### src/rtl/nmiSeqPkg.sv
package nmiSeqPkg;
  localparam int ADDR_W = 16;
  localparam int DATA_W = 8;
  localparam int BRK_BIT = 4;
  localparam int IDIS_BIT = 2;
  localparam int SPARE_BIT = 5;

  typedef enum logic [2:0] {
    S_IDLE    = 3'd0,
    S_PUSH_HI = 3'd1,
    S_PUSH_LO = 3'd2,
    S_PUSH_SR = 3'd3,
    S_VEC_LO  = 3'd4,
    S_VEC_HI  = 3'd5,
    S_DONE    = 3'd6
  } seqState_t;

  typedef struct packed {
    logic capture;
    logic pushHi;
    logic pushLo;
    logic pushSr;
    logic fetchLo;
    logic fetchHi;
  } seqStrobes_t;
endpackage

### src/rtl/nmiSeqCtrl.sv
module nmiSeqCtrl
  import nmiSeqPkg::*;
(
  input  logic        clk,
  input  logic        rstN,
  input  logic        nmiReq,
  input  logic        instBoundary,
  output seqStrobes_t strb,
  output logic        busy,
  output logic        done
);
  seqState_t state, stateNext;
  logic pending;
  logic startNow;

  assign startNow = (state == S_IDLE) && pending && instBoundary;

  always_comb begin
    stateNext = state;
    unique case (state)
      S_IDLE:    if (startNow) stateNext = S_PUSH_HI;
      S_PUSH_HI: stateNext = S_PUSH_LO;
      S_PUSH_LO: stateNext = S_PUSH_SR;
      S_PUSH_SR: stateNext = S_VEC_LO;
      S_VEC_LO:  stateNext = S_VEC_HI;
      S_VEC_HI:  stateNext = S_DONE;
      S_DONE:    stateNext = S_IDLE;
      default:   stateNext = S_IDLE;
    endcase
  end

  always_ff @(posedge clk) begin
    if (!rstN) begin
      state   <= S_IDLE;
      pending <= 1'b0;
    end else begin
      state   <= stateNext;
      // a request in the start cycle survives the clear
      pending <= nmiReq | (pending & ~startNow);
    end
  end

  always_comb begin
    strb         = '0;
    strb.capture = startNow;
    strb.pushHi  = (state == S_PUSH_HI);
    strb.pushLo  = (state == S_PUSH_LO);
    strb.pushSr  = (state == S_PUSH_SR);
    strb.fetchLo = (state == S_VEC_LO);
    strb.fetchHi = (state == S_VEC_HI);
  end

  assign busy = (state != S_IDLE);
  assign done = (state == S_DONE);

  a_r1_start_gate: assert property (@(posedge clk) disable iff (!rstN)
    (state == S_IDLE && !(pending && instBoundary)) |=> (state == S_IDLE));
  a_r2_push_order: assert property (@(posedge clk) disable iff (!rstN)
    (state == S_PUSH_HI) |=> (state == S_PUSH_LO));
  a_r4_status_after_low: assert property (@(posedge clk) disable iff (!rstN)
    (state == S_PUSH_LO) |=> (state == S_PUSH_SR));
  a_r6_done_pulse: assert property (@(posedge clk) disable iff (!rstN)
    done |=> !done);
  a_r10_pending_clear: assert property (@(posedge clk) disable iff (!rstN)
    (startNow && !nmiReq) |=> !pending);
  a_r8_keep_pending: assert property (@(posedge clk) disable iff (!rstN)
    (busy && nmiReq) |=> pending);
endmodule

### src/rtl/nmiSeqPath.sv
module nmiSeqPath
  import nmiSeqPkg::*;
#(
  parameter logic [ADDR_W-1:0] VEC_BASE   = 16'hFFFA,
  parameter logic [ADDR_W-1:0] STACK_BASE = 16'h0100
)(
  input  logic              clk,
  input  logic              rstN,
  input  seqStrobes_t       strb,
  input  logic [ADDR_W-1:0] pcIn,
  input  logic [DATA_W-1:0] spIn,
  input  logic [DATA_W-1:0] srIn,
  input  logic [DATA_W-1:0] memRdata,
  output logic [ADDR_W-1:0] pcOut,
  output logic [DATA_W-1:0] spOut,
  output logic [DATA_W-1:0] srOut,
  output logic [ADDR_W-1:0] memAddr,
  output logic              memWe,
  output logic              memRe,
  output logic [DATA_W-1:0] memWdata
);
  localparam logic [ADDR_W-1:0] VEC_HI_ADDR = VEC_BASE + 16'd1;

  logic [ADDR_W-1:0] pcWork;
  logic [DATA_W-1:0] spWork;
  logic [DATA_W-1:0] srWork;
  logic              anyPush;
  logic [ADDR_W-1:0] stackAddr;
  logic [DATA_W-1:0] srAdjusted;

  assign anyPush   = strb.pushHi | strb.pushLo | strb.pushSr;
  assign stackAddr = STACK_BASE | {{(ADDR_W-DATA_W){1'b0}}, spWork};

  always_comb begin
    srAdjusted            = srWork;
    srAdjusted[BRK_BIT]   = 1'b0;
    srAdjusted[IDIS_BIT]  = 1'b1;
    srAdjusted[SPARE_BIT] = 1'b1;
  end

  always_ff @(posedge clk) begin
    if (!rstN) begin
      pcWork <= '0;
      spWork <= '0;
      srWork <= '0;
    end else begin
      if (strb.capture) begin
        pcWork <= pcIn;
        spWork <= spIn;
        srWork <= srIn;
      end
      if (anyPush) spWork <= spWork - 8'd1;
      if (strb.pushLo) srWork <= srAdjusted;
      if (strb.fetchLo) pcWork[DATA_W-1:0] <= memRdata;
      if (strb.fetchHi) pcWork[ADDR_W-1:DATA_W] <= memRdata;
    end
  end

  always_comb begin
    memAddr  = '0;
    memWdata = '0;
    memWe    = anyPush;
    memRe    = strb.fetchLo | strb.fetchHi;
    if (strb.pushHi) begin
      memAddr  = stackAddr;
      memWdata = pcWork[ADDR_W-1:DATA_W];
    end else if (strb.pushLo) begin
      memAddr  = stackAddr;
      memWdata = pcWork[DATA_W-1:0];
    end else if (strb.pushSr) begin
      memAddr  = stackAddr;
      memWdata = srWork;
    end else if (strb.fetchLo) begin
      memAddr = VEC_BASE;
    end else if (strb.fetchHi) begin
      memAddr = VEC_HI_ADDR;
    end
  end

  assign pcOut = pcWork;
  assign spOut = spWork;
  assign srOut = srWork;

  a_r9_one_access: assert property (@(posedge clk) disable iff (!rstN)
    !(memWe && memRe));
  a_r7_sp_step: assert property (@(posedge clk) disable iff (!rstN)
    memWe |=> (spWork == $past(spWork) - 8'd1));
  a_r4_flags_set: assert property (@(posedge clk) disable iff (!rstN)
    strb.pushSr |-> (memWdata[IDIS_BIT] && memWdata[SPARE_BIT] && !memWdata[BRK_BIT]));
  a_r5_vec_stable_sp: assert property (@(posedge clk) disable iff (!rstN)
    memRe |=> $stable(spWork));
endmodule

### src/rtl/nmiEntrySeq.sv
module nmiEntrySeq
  import nmiSeqPkg::*;
#(
  parameter logic [15:0] VEC_BASE   = 16'hFFFA,
  parameter logic [15:0] STACK_BASE = 16'h0100
)(
  input  logic        clk,
  input  logic        rstN,
  input  logic        nmiReq,
  input  logic        instBoundary,
  input  logic [15:0] pcIn,
  input  logic [7:0]  spIn,
  input  logic [7:0]  srIn,
  output logic [15:0] pcOut,
  output logic [7:0]  spOut,
  output logic [7:0]  srOut,
  output logic        busy,
  output logic        done,
  output logic [15:0] memAddr,
  output logic        memWe,
  output logic        memRe,
  output logic [7:0]  memWdata,
  input  logic [7:0]  memRdata
);
  seqStrobes_t strb;

  nmiSeqCtrl uCtrl (
    .clk          (clk),
    .rstN         (rstN),
    .nmiReq       (nmiReq),
    .instBoundary (instBoundary),
    .strb         (strb),
    .busy         (busy),
    .done         (done)
  );

  nmiSeqPath #(
    .VEC_BASE   (VEC_BASE),
    .STACK_BASE (STACK_BASE)
  ) uPath (
    .clk      (clk),
    .rstN     (rstN),
    .strb     (strb),
    .pcIn     (pcIn),
    .spIn     (spIn),
    .srIn     (srIn),
    .memRdata (memRdata),
    .pcOut    (pcOut),
    .spOut    (spOut),
    .srOut    (srOut),
    .memAddr  (memAddr),
    .memWe    (memWe),
    .memRe    (memRe),
    .memWdata (memWdata)
  );

  a_r1_idle_quiet: assert property (@(posedge clk) disable iff (!rstN)
    !busy |-> (!memWe && !memRe));
endmodule

### config.mk
export PLATFORM = sky130hd
export DESIGN_NAME = nmiEntrySeq
export DESIGN_NICKNAME = d
export VERILOG_FILES = /design/src/rtl/nmiSeqPkg.sv /design/src/rtl/nmiSeqCtrl.sv /design/src/rtl/nmiSeqPath.sv /design/src/rtl/nmiEntrySeq.sv
export SDC_FILE = /design/constraint.sdc
export NUM_CORES = 1
export LEC_CHECK = 0
export BUFFER_PORTS_ARGS = -buffer_cell sky130_fd_sc_hd__buf_2
export CAP_MARGIN = 25
export CORE_UTILIZATION = 45
export DETAILED_ROUTE_END_ITERATION = 7
export GPL_ROUTABILITY_DRIVEN = 1
export PLACE_DENSITY = 0.77
export SYNTH_ARGS = -nofsm -noshare
export SYNTH_HDL_FRONTEND = slang
export SYNTH_SLANG_ARGS = --single-unit
export TNS_END_PERCENT = 20
### constraint.sdc
create_clock -name clk -period 2.4 [get_ports clk]
set_input_delay 0.24 -clock clk [delete_from_list [all_inputs] [get_ports clk]]
set_output_delay 0.24 -clock clk [all_outputs]
set_load 0.03 [all_outputs]
* Word level (Yosys, flattened, before mapping) *
Index checks and enable logic that the tools add are counted.

cells by class
  $add $sub $neg = 1
  equality and inequality tests = 7
  muxes and demuxes = 17
  bitwise gates (word level) = 8
  reductions and logical operators = 10

operator list
  operator                                                                 count
  16-bit two-way mux                                                       6
  8-bit two-way mux                                                        7
  3-bit case mux with 6 select lines                                       1
  6-bit two-way mux                                                        2
  3-bit equality test, second input constant                               3
  2-bit nonzero test                                                       4
  8-bit by 1-bit subtractor with 8-bit output, second input constant       1
  3-bit by 2-bit equality test with 1-bit output, second input constant    2
  1-bit OR                                                                 4
  3-bit by 1-bit equality test with 1-bit output, second input constant    1
  3-bit logical NOT                                                        1
  3-bit two-way mux                                                        1
  1-bit NOT                                                                3
  3-bit nonzero test                                                       1
  1-bit logical AND                                                        2
  2-bit by 1-bit inequality test with 1-bit output, second input constant  1
  2-bit AND reduction                                                      1
  2-bit OR reduction                                                       1
  1-bit bitwise AND                                                        1

storage, ports and cells
  register bits after elaboration = 36
  bits of input ports = 44
  word-level logic and storage cells = 51

* Depth between registers and ports, before layout *
Gate-level depths: netlist of the first run.

  depth after elaboration = 6
  mapped depth = 7
  mapped depth without buffers = 5

* Modules after synthesis *
A second synthesis of the first run with hierarchy kept.

second synthesis, totals
  cells, all modules = 263
  area total of the unflattened synthesis = 2067.0 µm²

by module, submodules not included
  module      times used  cells an instance  area each (µm²)
  nmiSeqPath  1           239                1853.0
  nmiSeqCtrl  1           24                 214.0

* Worst setup path after synthesis of the first run *
Ideal clock, no wire load.

  path kind = register -> output
  start = reg uCtrl.state[1]
  end = out memAddr[1]
  arrival = 1.689 ns
  required time = 2.160 ns
  setup slack = 0.471 ns
  stages on the path, launching flop included = 6
  cell sequence = dfxtp_1 -> clkbuf_1 -> inv_1 -> ha_1 -> nand2_1 -> o21ai_0

between the ends
  word-level cells in the longest chain between the ends = 6

ends and longest elaborated chain
  what                      line               text
  start: declaration        nmiSeqCtrl.sv:12   seqState_t state, stateNext;
  start signal: assignment  nmiSeqCtrl.sv:37   state <= stateNext;
  3-bit equality test       nmiSeqCtrl.sv:50   strb.fetchHi = (state == S_VEC_HI);
  16-bit two-way mux        nmiSeqPath.sv:75   end else if (strb.fetchHi) begin
  16-bit two-way mux        nmiSeqPath.sv:73   end else if (strb.fetchLo) begin
  16-bit two-way mux        nmiSeqPath.sv:70   end else if (strb.pushSr) begin
  16-bit two-way mux        nmiSeqPath.sv:67   end else if (strb.pushLo) begin
  16-bit two-way mux *      nmiSeqPath.sv:64   if (strb.pushHi) begin
  end: declaration          nmiEntrySeq.sv:19  output logic [15:0] memAddr,

Mark *: on every way between the ends. The rest lies on a longest branch, timed or not.

* Worst setup path in the final report of the first run *
  start = reg uCtrl.state[1]
  end = out memWdata[6]

between the ends
  word-level cells in the longest chain between the ends = 4

ends and longest elaborated chain
  what                                            line               text
  3-bit by 2-bit equality test with 1-bit output  nmiSeqCtrl.sv:48   strb.pushSr = (state == S_PUSH_SR);
  8-bit two-way mux                               nmiSeqPath.sv:70
  8-bit two-way mux                               nmiSeqPath.sv:67
  8-bit two-way mux *                             nmiSeqPath.sv:64
  end: declaration                                nmiEntrySeq.sv:22  output logic [7:0] memWdata,

Marks and branches as above.

==> out/qor.yml, run 1 <==
postLayoutCellArea_um2: 2530
run_status: "complete, no violations"
timing.max_cap.violations: 0
die_area_um2: 4620
drtAntennaViolNets: 0
syn_inst: 258
critPathMaxFanout: 10
synth-main-ff-cell: "sky130_fd_sc_hd__dfxtp_1"
pwr_density_cell_nw_per_um2: 644
core_area_um2: 4090
switching_power_mw: 0.577
initial_drt_pass_iterations: 5
ys_ff_latch: 36
grt_start_max_net_pins: 20
clock_sinks: 36
synth-warning-count: 0
portBuffers: 103
synth_fp_nets: 305
placed_cell_area_um2: 2440
cts_tree: "yes"
track_usage: 0.254
avgRoutedWirePerCell_um: 14.3
cts-root-to-sink-buffers: 2
post_route_setup_tns_ns: 0
cp.required_ns: 2.16
critPathKind: "reg -> out"
power_mw: 1.63
max_freq_ghz: 0.480
number_of_enable_flip_flop_cells_after_synthesis: 0
critical_path.endpoint_type: "output port"
pin_count: 104
clkTransAtPathRegs_ns: 0.07
share_of_the_core_filled_with_cells: 0.619
final.hold.worst_slack_ns: 0.189
die_height_um: 67.9
rsz_0062_raised_after_global_routing: "no"
dpl_worst_slack_ns: 0.485
cts-buffers-inserted: 5
start_util: 0.479
timing.critical_path.from_type: "flip-flop"
cts_hold_repair.buffers: 0
cell_internal_power_mw: 1.05
vias: 2200
synth_area_um2: 1960
route.detailed.drc: 0
post_cts_buffers: 0
total_leakage_power_nw: 1.23
worst_ir_drop_vdd_uv: 484
detail_route.vias_per_cell: 5.49
clkLatencyLatePin_ns: 0.29
antenna_cells_inserted: 0
number_of_antenna_violations_at_the_first_check_in_global_routing: 0
dp_hpwl_um: 4200
fin_skew_ns: 0.00547
first_global_vias: 1893
synth_sequential_area_ratio: 0.368
ctsRootBufferMaster: "sky130_fd_sc_hd__clkbuf_8"
slowest_delay_ns: 0.54
slew_violations: 0
layout.cells.non_filler: 401
cp_data_arrival_time_ns: 1.84
placement_rows: 23
grt_first_pass_wirelength_um: 8760
fp.dieW_um: 67.9
clkPwrFrac: 0.273
post_detailed_routing_wire_length_um: 5720
timing.final.crit_period_ns: 2.08
switching_share: 0.354
place.gp.congestion: 0.891
setup_slack_ns: 0.316
finalSetupViolCount: 0
syn_area_per_cell_um2: 7.58
hold_path_class: "in -> reg"
worst_slew_pin_slew_ns: 0.858
placedCellCount: 393
finalHoldViolations: 0
worst_slew_margin_rel: 0.427
ordered_list_of_cells_on_the_worst_path: "nor2b_1 -> a21oi_1 -> nor2_1 -> buf_2"
layout-drive-gt1-share: 0.342
async_flop_share: 0
cts_htree_levels: 2
grt_overflow: 0
area_delta_synth_final_pct: 29.2
power_frac_comb: 0.295
crit_path_top_delay_cell: "sky130_fd_sc_hd__nor2b_1"
final_net_count: 397
synthDistinctLibCells: 40
timing.final.crit_share: 0.868
seq_power_share: 0.432
drt_iter0_markers: 171
metal layers:
metal | up-vias | GRT usage | share of wire
met5 | - | 0 | 0
met4 | 0 | 0.0781 | 0.013
met3 | 9 | 0.0650 | 0.082
met2 | 101 | 0.411 | 0.49
met1 | 1015 | 0.328 | 0.42
li1 | 1075 | - | -
state kept, by name (all words and copies together) (netlist names):
register,flops
uPath.pcOut,16
uPath.spOut,8
uPath.srOut,8
uCtrl.state,3
uCtrl.pending,1
placed cells by master, fill, tap and decap left out, types with 2 or more instances in the layout:
master	n
sky130_fd_sc_hd__a21oi_1	14
sky130_fd_sc_hd__inv_1	6
sky130_fd_sc_hd__a2bb2oi_1	2
sky130_fd_sc_hd__buf_4	7
sky130_fd_sc_hd__clkbuf_1	2
sky130_fd_sc_hd__clkbuf_8	6
sky130_fd_sc_hd__ha_1	2
sky130_fd_sc_hd__o211ai_1	3
sky130_fd_sc_hd__nand2b_1	2
sky130_fd_sc_hd__mux2i_1	8
sky130_fd_sc_hd__dfxtp_1	36
sky130_fd_sc_hd__nand3_1	3
sky130_fd_sc_hd__buf_2	103
sky130_fd_sc_hd__o21ai_0	11
sky130_fd_sc_hd__nor3b_1	2
sky130_fd_sc_hd__a31oi_1	10
sky130_fd_sc_hd__nor2_1	37
sky130_fd_sc_hd__nor4_1	2
sky130_fd_sc_hd__nor2b_1	3
sky130_fd_sc_hd__o221ai_1	8
sky130_fd_sc_hd__nor3_1	6
sky130_fd_sc_hd__nand2_1	52
sky130_fd_sc_hd__a21boi_0	8
cells in the mapped netlist, drive strengths merged, types with 2 or more instances:
master,number,area share
inv,6,0.012
nand2,52,0.10
nor2b,3,0.0096
o221ai,8,0.036
nand2b,2,0.0064
mux2i,8,0.041
nor3b,2,0.0077
a2bb2oi,2,0.0090
o21ai,11,0.028
nor4,2,0.0064
ha,3,0.019
o211ai,3,0.012
nor3,6,0.015
buf,15,0.058
dfxtp,36,0.37
a31oi,10,0.032
clkbuf,10,0.019
a21oi,14,0.036
nand3,3,0.0077
a21boi,9,0.035
nor2,37,0.071
critical path: cells and delay by family (launching register included):
kind            cells  cell delay (ns)
simple gates        2             0.68
flops               1             0.51
buf+inv             1             0.22
compound gates      1             0.14
logic make-up after synthesis:
kind of cell,synth area share
compound gates,0.228
flops,0.368
simple gates,0.251
xor+xnor,0.00448
buf+inv,0.0889
mux,0.0409
fa+ha+maj,0.0192
path summary, 6_finish.rpt:
path / slack (ns) / start / endpoint / depth (start not counted)
setup / recovery: 0.32 / uCtrl.state[1] / memWdata[6] / 4
hold / removal: 0.19 / nmiReq / uCtrl.pending / 3
setup reg to reg: 0.45 / uCtrl.state[0] / uPath.spOut[4] / 5
hold reg to reg: 0.48 / uPath.srOut[4] / uPath.srOut[4] / 2
power by group through the flow:
stage                     sequential [mW]  combinational, mW  clock, mW
after global routing                0.711              0.521      0.477
after detailed placement            0.716              0.477          0
after floorplan                     0.793              0.251          0
after global placement              0.716              0.469          0
after CTS                           0.703              0.479      0.451
final                               0.704              0.480      0.445
cell type report:
class | count | area, um2
flip-flops and latches | 36 | 721
repair buffers | 110 | 568
inverters | 6 | 22.5
well taps | 50 | 62.6
multi-input cells | 191 | 1060
clock buffers | 8 | 90.1
fillers | 395 | 1560
repair_timing:
action | 4_1_cts | 5_1_grt
endpoints found under the setup margin | 0 | 1
resized for setup | 0 | 1
endpoints found under the hold margin | 0 | 0
Power figures use the tool's default switching activity.
==> inputs of run 2 (changes only) <==
==> constraint.sdc (replaced) <==
create_clock -name clk -period 2.4 [get_ports clk]
set_input_delay 0 -clock clk [delete_from_list [all_inputs] [get_ports clk]]
set_output_delay 0 -clock clk [all_outputs]
set_load 0.03 [all_outputs]
==> run 2 against run 1 <==
Net effect:
- critical path depth up 1
- setup slack better by 0.045 ns
- highest routed layer unchanged
- utilization up 3.4 points
- first-iteration DRC count up 11%
==> out/qor.yml, run 2 (synthesized netlist as in run 1, its figures left out) <==
run_status: "complete, no violations"
max_freq_ghz: 0.490  # +2.2%
critical_path.endpoint_type: "output port"
final_net_count: 411  # +3.5%
finalHoldViolations: 0  # unchanged
post_detailed_routing_wire_length_um: 6080  # +6.2%
seq_power_share: 0.427  # -0.005
postLayoutCellArea_um2: 2670  # +5.5%
critPathMaxFanout: 16  # +6
seqCellArea_um2: 721  # unchanged
portBuffers: 103  # unchanged
drt_iter0_markers: 189  # +11%
crit_path_top_delay_cell: "sky130_fd_sc_hd__nor2b_1"
worst_ir_drop_vdd_uv: 364  # -25%
grt_start_max_net_pins: 37  # +85%
clock_sinks: 36  # unchanged
cts_htree_levels: 2  # unchanged
final.hold.worst_slack_ns: 0.00745  # -0.181 ns
ordered_list_of_cells_on_the_worst_path: "buf_4 -> nor2b_1 -> a21oi_1 -> nor2_1 -> buf_2"
cts-root-to-sink-buffers: 2  # unchanged
die_height_um: 67.9  # unchanged
number_of_antenna_violations_at_the_first_check_in_global_routing: 0  # unchanged
rsz_0062_raised_after_global_routing: "no"
route.detailed.drc: 0  # unchanged
initial_drt_pass_iterations: 4  # -1
critical-path-top-delay-family: "simple AND/OR/NAND/NOR gates"
cell_internal_power_mw: 1.07  # +1.5%
total_leakage_power_nw: 1.29  # +4.8%
switching_power_mw: 0.583  # +0.89%
core_area_um2: 4090  # unchanged
largest_register_ffs: 16  # unchanged
filler_cell_count: 365  # -7.6%
start_util: 0.479  # unchanged
worst-path-buf-inv: 2  # +1
clkLatencyLatePin_ns: 0.29  # about the same
slowest_delay_ns: 0.60  # +0.06 ns
ctsRootBufferMaster: "sky130_fd_sc_hd__clkbuf_8"
mostFrequentLayoutCell: "sky130_fd_sc_hd__buf_2"
timing.max_cap.violations: 0  # unchanged
clkPwrFrac: 0.268  # -0.005
layout-drive-gt1-share: 0.323  # -0.0186
cts-buffers-inserted: 5  # unchanged
die_area_um2: 4620  # unchanged
hold_path_class: "in -> reg"
cp.required_ns: 2.40  # +0.24 ns
post_route_setup_tns_ns: 0  # unchanged
slew_violations: 0  # unchanged
layout_common_cells: "sky130_fd_sc_hd__buf_2, sky130_fd_sc_hd__nand2_1, sky130_fd_sc_hd__nor2_1, sky130_fd_sc_hd__dfxtp_1, sky130_fd_sc_hd__dlygate4sd3_1"
timing.final.crit_share: 0.849  # -0.0189
antenna_cells_inserted: 0  # unchanged
post_cts_buffers: 0  # unchanged
first_global_vias: 2049  # +8.2%
worst_slew_margin_rel: 0.504  # +0.0769
critPathKind: "reg -> out"
dp_hpwl_um: 4030  # -4.0%
timing.critical_path.from_type: "flip-flop"
grt_overflow: 0  # unchanged
fin_skew_ns: 0.00288  # -0.00259 ns
drtAntennaViolNets: 0  # unchanged
vias: 2241  # +1.9%
clkTransAtPathRegs_ns: 0.07  # about the same
switching_share: 0.353  # -0.00128
placement_rows: 23  # unchanged
area_delta_synth_final_pct: 36.4
timing.final.crit_period_ns: 2.04  # -0.0453 ns
avgRoutedWirePerCell_um: 14.6  # +2.6%
cts_tree: "yes"
pin_count: 104  # unchanged
grt_first_pass_wirelength_um: 9160  # +4.6%
placed_cell_area_um2: 2430  # -0.31%
power_frac_comb: 0.305  # +0.010
detail_route.vias_per_cell: 5.40  # -1.6%
worst_slew_pin_slew_ns: 0.743  # -0.115 ns
finalSetupViolCount: 0  # unchanged
place.gp.congestion: 0.891  # about the same
pwr_density_cell_nw_per_um2: 618  # -4.1%
track_usage: 0.265  # +0.0116
multi_input_logic_area_um2: 1060  # -0.23%
cp_data_arrival_time_ns: 2.04  # +0.20 ns
power_mw: 1.65  # +1.3%
fp.dieW_um: 67.9  # unchanged
-- run 2: power by group through the flow --
stage	registers [mW]	clock network [mW]	logic (mW)
floorplan	0.793	0	0.251
global placement	0.715	0	0.471
detailed placement	0.715	0	0.475
CTS	0.702	0.451	0.502
global route	0.710	0.482	0.544
finish	0.704	0.442	0.504
-- run 2: final timing paths --
path                                startpoint             end  slack (ns)  depth (start not counted)
worst max-delay path            uCtrl.state[1]     memWdata[3]        0.36                          5
worst min register to register  uPath.srOut[4]  uPath.srOut[4]        0.48                          2
worst min-delay path                   srIn[5]  uPath.srOut[5]       0.007                          3
worst max register to register  uCtrl.state[0]  uPath.spOut[4]        0.56                          5
-- run 2: cell type report --
cell class | instances | share of cell area
inverter | 6 | 0.00844
multi-input combinational | 191 | 0.398
timing repair buffer | 124 | 0.266
sequential | 36 | 0.270
clock buffer | 8 | 0.0338
tap | 50 | 0.0234
-- run 2: metrics by stage --
step	instances	utilization	setup WS [ns]
finish	415	0.653	0.361
global route	415	0.653	0.243
CTS	415	0.653	0.322
detailed placement	392	0.594	0.609
global placement	392	0.594	0.653
floorplan	258	-	0.633
-- run 2: worst reg2reg max path, stage by stage (launching register included) --
cell                       delay (ns)
sky130_fd_sc_hd__dfxtp_1         0.53
sky130_fd_sc_hd__o21bai_2        0.22
sky130_fd_sc_hd__inv_1           0.33
sky130_fd_sc_hd__nand2_1         0.20
sky130_fd_sc_hd__o311ai_0        0.29
sky130_fd_sc_hd__a21boi_0        0.13
-- run 2: per-layer routing --
| layer | global-route usage | up-vias | share of wire |
|---|---|---|---|
| met5 | 0 | - | 0 |
| met4 | 0.107 | 0 | 0.012 |
| met3 | 0.0683 | 9 | 0.074 |
| met2 | 0.453 | 99 | 0.50 |
| met1 | 0.313 | 1031 | 0.41 |
| li1 | - | 1102 | - |
-- run 2: what timing repair did --
item / 4_1_cts / 5_1_grt
hold buffers: 15 / 0
endpoints found under the hold margin: 15 / 0
resized for setup: 0 / 0
==> inputs of run 3 (changes only) <==
==> constraint.sdc (replaced) <==
create_clock -name clk -period 2.1 [get_ports clk]
set_input_delay 0 -clock clk [delete_from_list [all_inputs] [get_ports clk]]
set_output_delay 0 -clock clk [all_outputs]
set_load 0.03 [all_outputs]
==> run 3 against run 2 <==
Net effect:
- critical path type unchanged
- sequential share of layout area is 0.73 points lower
- flip-flop and latch count unchanged
- clock power is 52% higher
- largest cell class unchanged
- global-route usage increased by 0.20 points
- power increased by 25%
- via count is 0.76% higher
- clock skew increased by 0.0033 ns
- highest routed layer unchanged
- critical path depth increased by 1
- sequential power rose by 13%
- count of clock-buffer cells in the layout is 1 lower
==> out/qor.yml, run 3 (synthesized netlist as in run 1, its figures left out) <==
run_status: "complete, no violations"
worst_slew_margin_rel: 0.633  # +0.130
die_area_um2: 4620  # unchanged
track_usage: 0.267  # +0.00195
pwr_density_cell_nw_per_um2: 749  # +21%
timing.hold.worst.start: "srIn[5]"
antenna_cells_inserted: 0  # unchanged
r2r-end: "uPath.spOut[6]"
layout-drive-gt1-share: 0.338  # +0.0146
clkLatencyLatePin_ns: 0.29  # about the same
timing.critical_path.from_type: "flip-flop"
core_area_um2: 4090  # unchanged
ff2ff_setup_slack_ns: 0.29  # -0.27 ns
worstReg2RegStart: "uCtrl.state[1]"
vias: 2258  # +0.76%
place.gp.congestion: 0.956  # +7.3%
timing.final.crit_share: 0.892
critical_path.endpoint_type: "output port"
cts-root-to-sink-buffers: 2  # unchanged
route.detailed.drc: 0  # unchanged
cp_data_arrival_time_ns: 1.87  # -0.17 ns
fp.dieW_um: 67.9  # unchanged
first_global_vias: 1979  # -3.4%
dp_hpwl_um: 4150  # +2.9%
fin_skew_ns: 0.00618  # +0.00330 ns
share_of_the_core_filled_with_cells: 0.671  # +0.0181
timing.max_cap.violations: 0  # unchanged
final_net_count: 416  # +1.2%
cts-buffers-inserted: 5  # unchanged
whs_path_depth: 3  # unchanged
cts_htree_levels: 2  # unchanged
number_of_antenna_violations_at_the_first_check_in_global_routing: 0  # unchanged
finalSetupViolCount: 0  # unchanged
cp.required_ns: 2.10  # -0.30 ns
area_delta_synth_final_pct: 40.2
rsz_0062_raised_after_global_routing: "no"
portBuffers: 103  # unchanged
die_height_um: 67.9  # unchanged
grt_start_max_net_pins: 21  # -43%
placement_rows: 23  # unchanged
finalHoldViolations: 0  # unchanged
rr_worst_depth: 6  # +1
drt_iter0_markers: 171  # -9.5%
clock_sinks: 36  # unchanged
ctsRootBufferMaster: "sky130_fd_sc_hd__clkbuf_8"
timing.final.crit_period_ns: 1.87
timing.critical_path.from: "uCtrl.state[1]"
clkTransAtPathRegs_ns: 0.08  # about the same
max_freq_ghz: 0.534
drtAntennaViolNets: 0  # unchanged
critPathMaxFanout: 11  # -5
largest_register_ffs: 16  # unchanged
pin_count: 104  # unchanged
avgRoutedWirePerCell_um: 14.2  # -3.4%
hold_path_class: "in -> reg"
worst_ir_drop_vdd_uv: 551  # +51%
seqCellArea_um2: 721  # unchanged
worst_slew_pin_slew_ns: 0.549  # -0.194 ns
filler_cell_count: 373  # +2.2%
slew_violations: 0  # unchanged
total_leakage_power_nw: 1.34  # +3.5%
detail_route.vias_per_cell: 5.38  # -0.44%
post_detailed_routing_wire_length_um: 5950  # -2.2%
mostFrequentLayoutCell: "sky130_fd_sc_hd__buf_2"
initial_drt_pass_iterations: 4  # unchanged
worst_hold_path.endpoint: "uPath.srOut[5]"
postCtsResizedCells: 0  # unchanged
start_util: 0.479  # unchanged
multi_input_logic_area_um2: 1060  # unchanged
cts_tree: "yes"
post_route_setup_tns_ns: 0  # unchanged
layout_common_cells: "sky130_fd_sc_hd__buf_2, sky130_fd_sc_hd__nand2_1, sky130_fd_sc_hd__nor2_1, sky130_fd_sc_hd__dfxtp_1, sky130_fd_sc_hd__dlygate4sd3_1"
grt_first_pass_wirelength_um: 9170  # about the same
critPathKind: "reg -> out"
grt_overflow: 0  # unchanged
==> run 3: changes by cell type in the layout (fill, tap and decap cells not counted), sizes merged <==
| cell | before | now |
|---|---|---|
| buf | 109 | 114 |
| clkbuf | 8 | 7 |
| bufinv | 0 | 1 |
==> run 3: area by class of cell <==
cell class,count,area share
Tap cell,50,0.0228
Inverter,6,0.00821
Clock buffer,7,0.0351
Clock inverter,1,0.0109
Timing Repair Buffer,129,0.273
Sequential cell,36,0.263
Multi-Input combinational cell,191,0.387
==> run 3: per-stage QoR <==
step                setup slack (ns)  instance area (um2)  power (mW)  hold WS (ns)  instances
floorplan                      0.333                 1960        1.19         0.132        258
global placement               0.408                 2470        1.36         0.233        397
detailed placement             0.327                 2470        1.37         0.246        397
CTS                            0.224                 2740        2.06       0.00110        420
global route                  0.0614                 2740        2.15       0.00602        420
finish                         0.226                 2740        2.06       0.00549        420
==> run 3: how the worst max path moves through the flow <==
stage,to,slack (ns),depth (start not counted)
2_1_floorplan,uPath.spOut[6],0.33,6
3_3_place_gp,uPath.spOut[6],0.41,6
3_5_place_dp,uPath.spOut[6],0.33,6
4_1_cts,memAddr[1],0.22,6
5_1_grt,memAddr[1],0.06,6
6_report,memAddr[1],0.23,6
==> run 3: layer usage <==
layer | routed length, um | global-route usage
met5 | 0 | 0
met3 | 358 | 0.0383
met4 | 78 | 0.0938
met1 | 2560 | 0.349
met2 | 2950 | 0.445
==> run 3: timing repair <==
| item | CTS | global route |
|---|---|---|
| setup buffers | 0 | 0 |
| endpoints found under the hold margin | 15 | 0 |
| endpoints found under the setup margin | 0 | 0 |
| hold buffers | 15 | 0 |
==> run 3: where the power goes <==
part | switching [mW] | leakage [nW] | total (mW) | internal (mW)
Sequential | 0.0576 | 0.294 | 0.799 | 0.741
Combinational | 0.365 | 0.979 | 0.584 | 0.219
Clock | 0.254 | 0.0645 | 0.673 | 0.419
==> run 3: critical path, stage by stage, from the launching register on <==
cell and delay, ns:
sky130_fd_sc_hd__dfxtp_1 0.34, sky130_fd_sc_hd__buf_4 0.18, sky130_fd_sc_hd__inv_1 0.15, sky130_fd_sc_hd__ha_1 0.37, sky130_fd_sc_hd__nand2_1 0.22, sky130_fd_sc_hd__o21ai_0 0.11
sky130_fd_sc_hd__buf_2 0.22
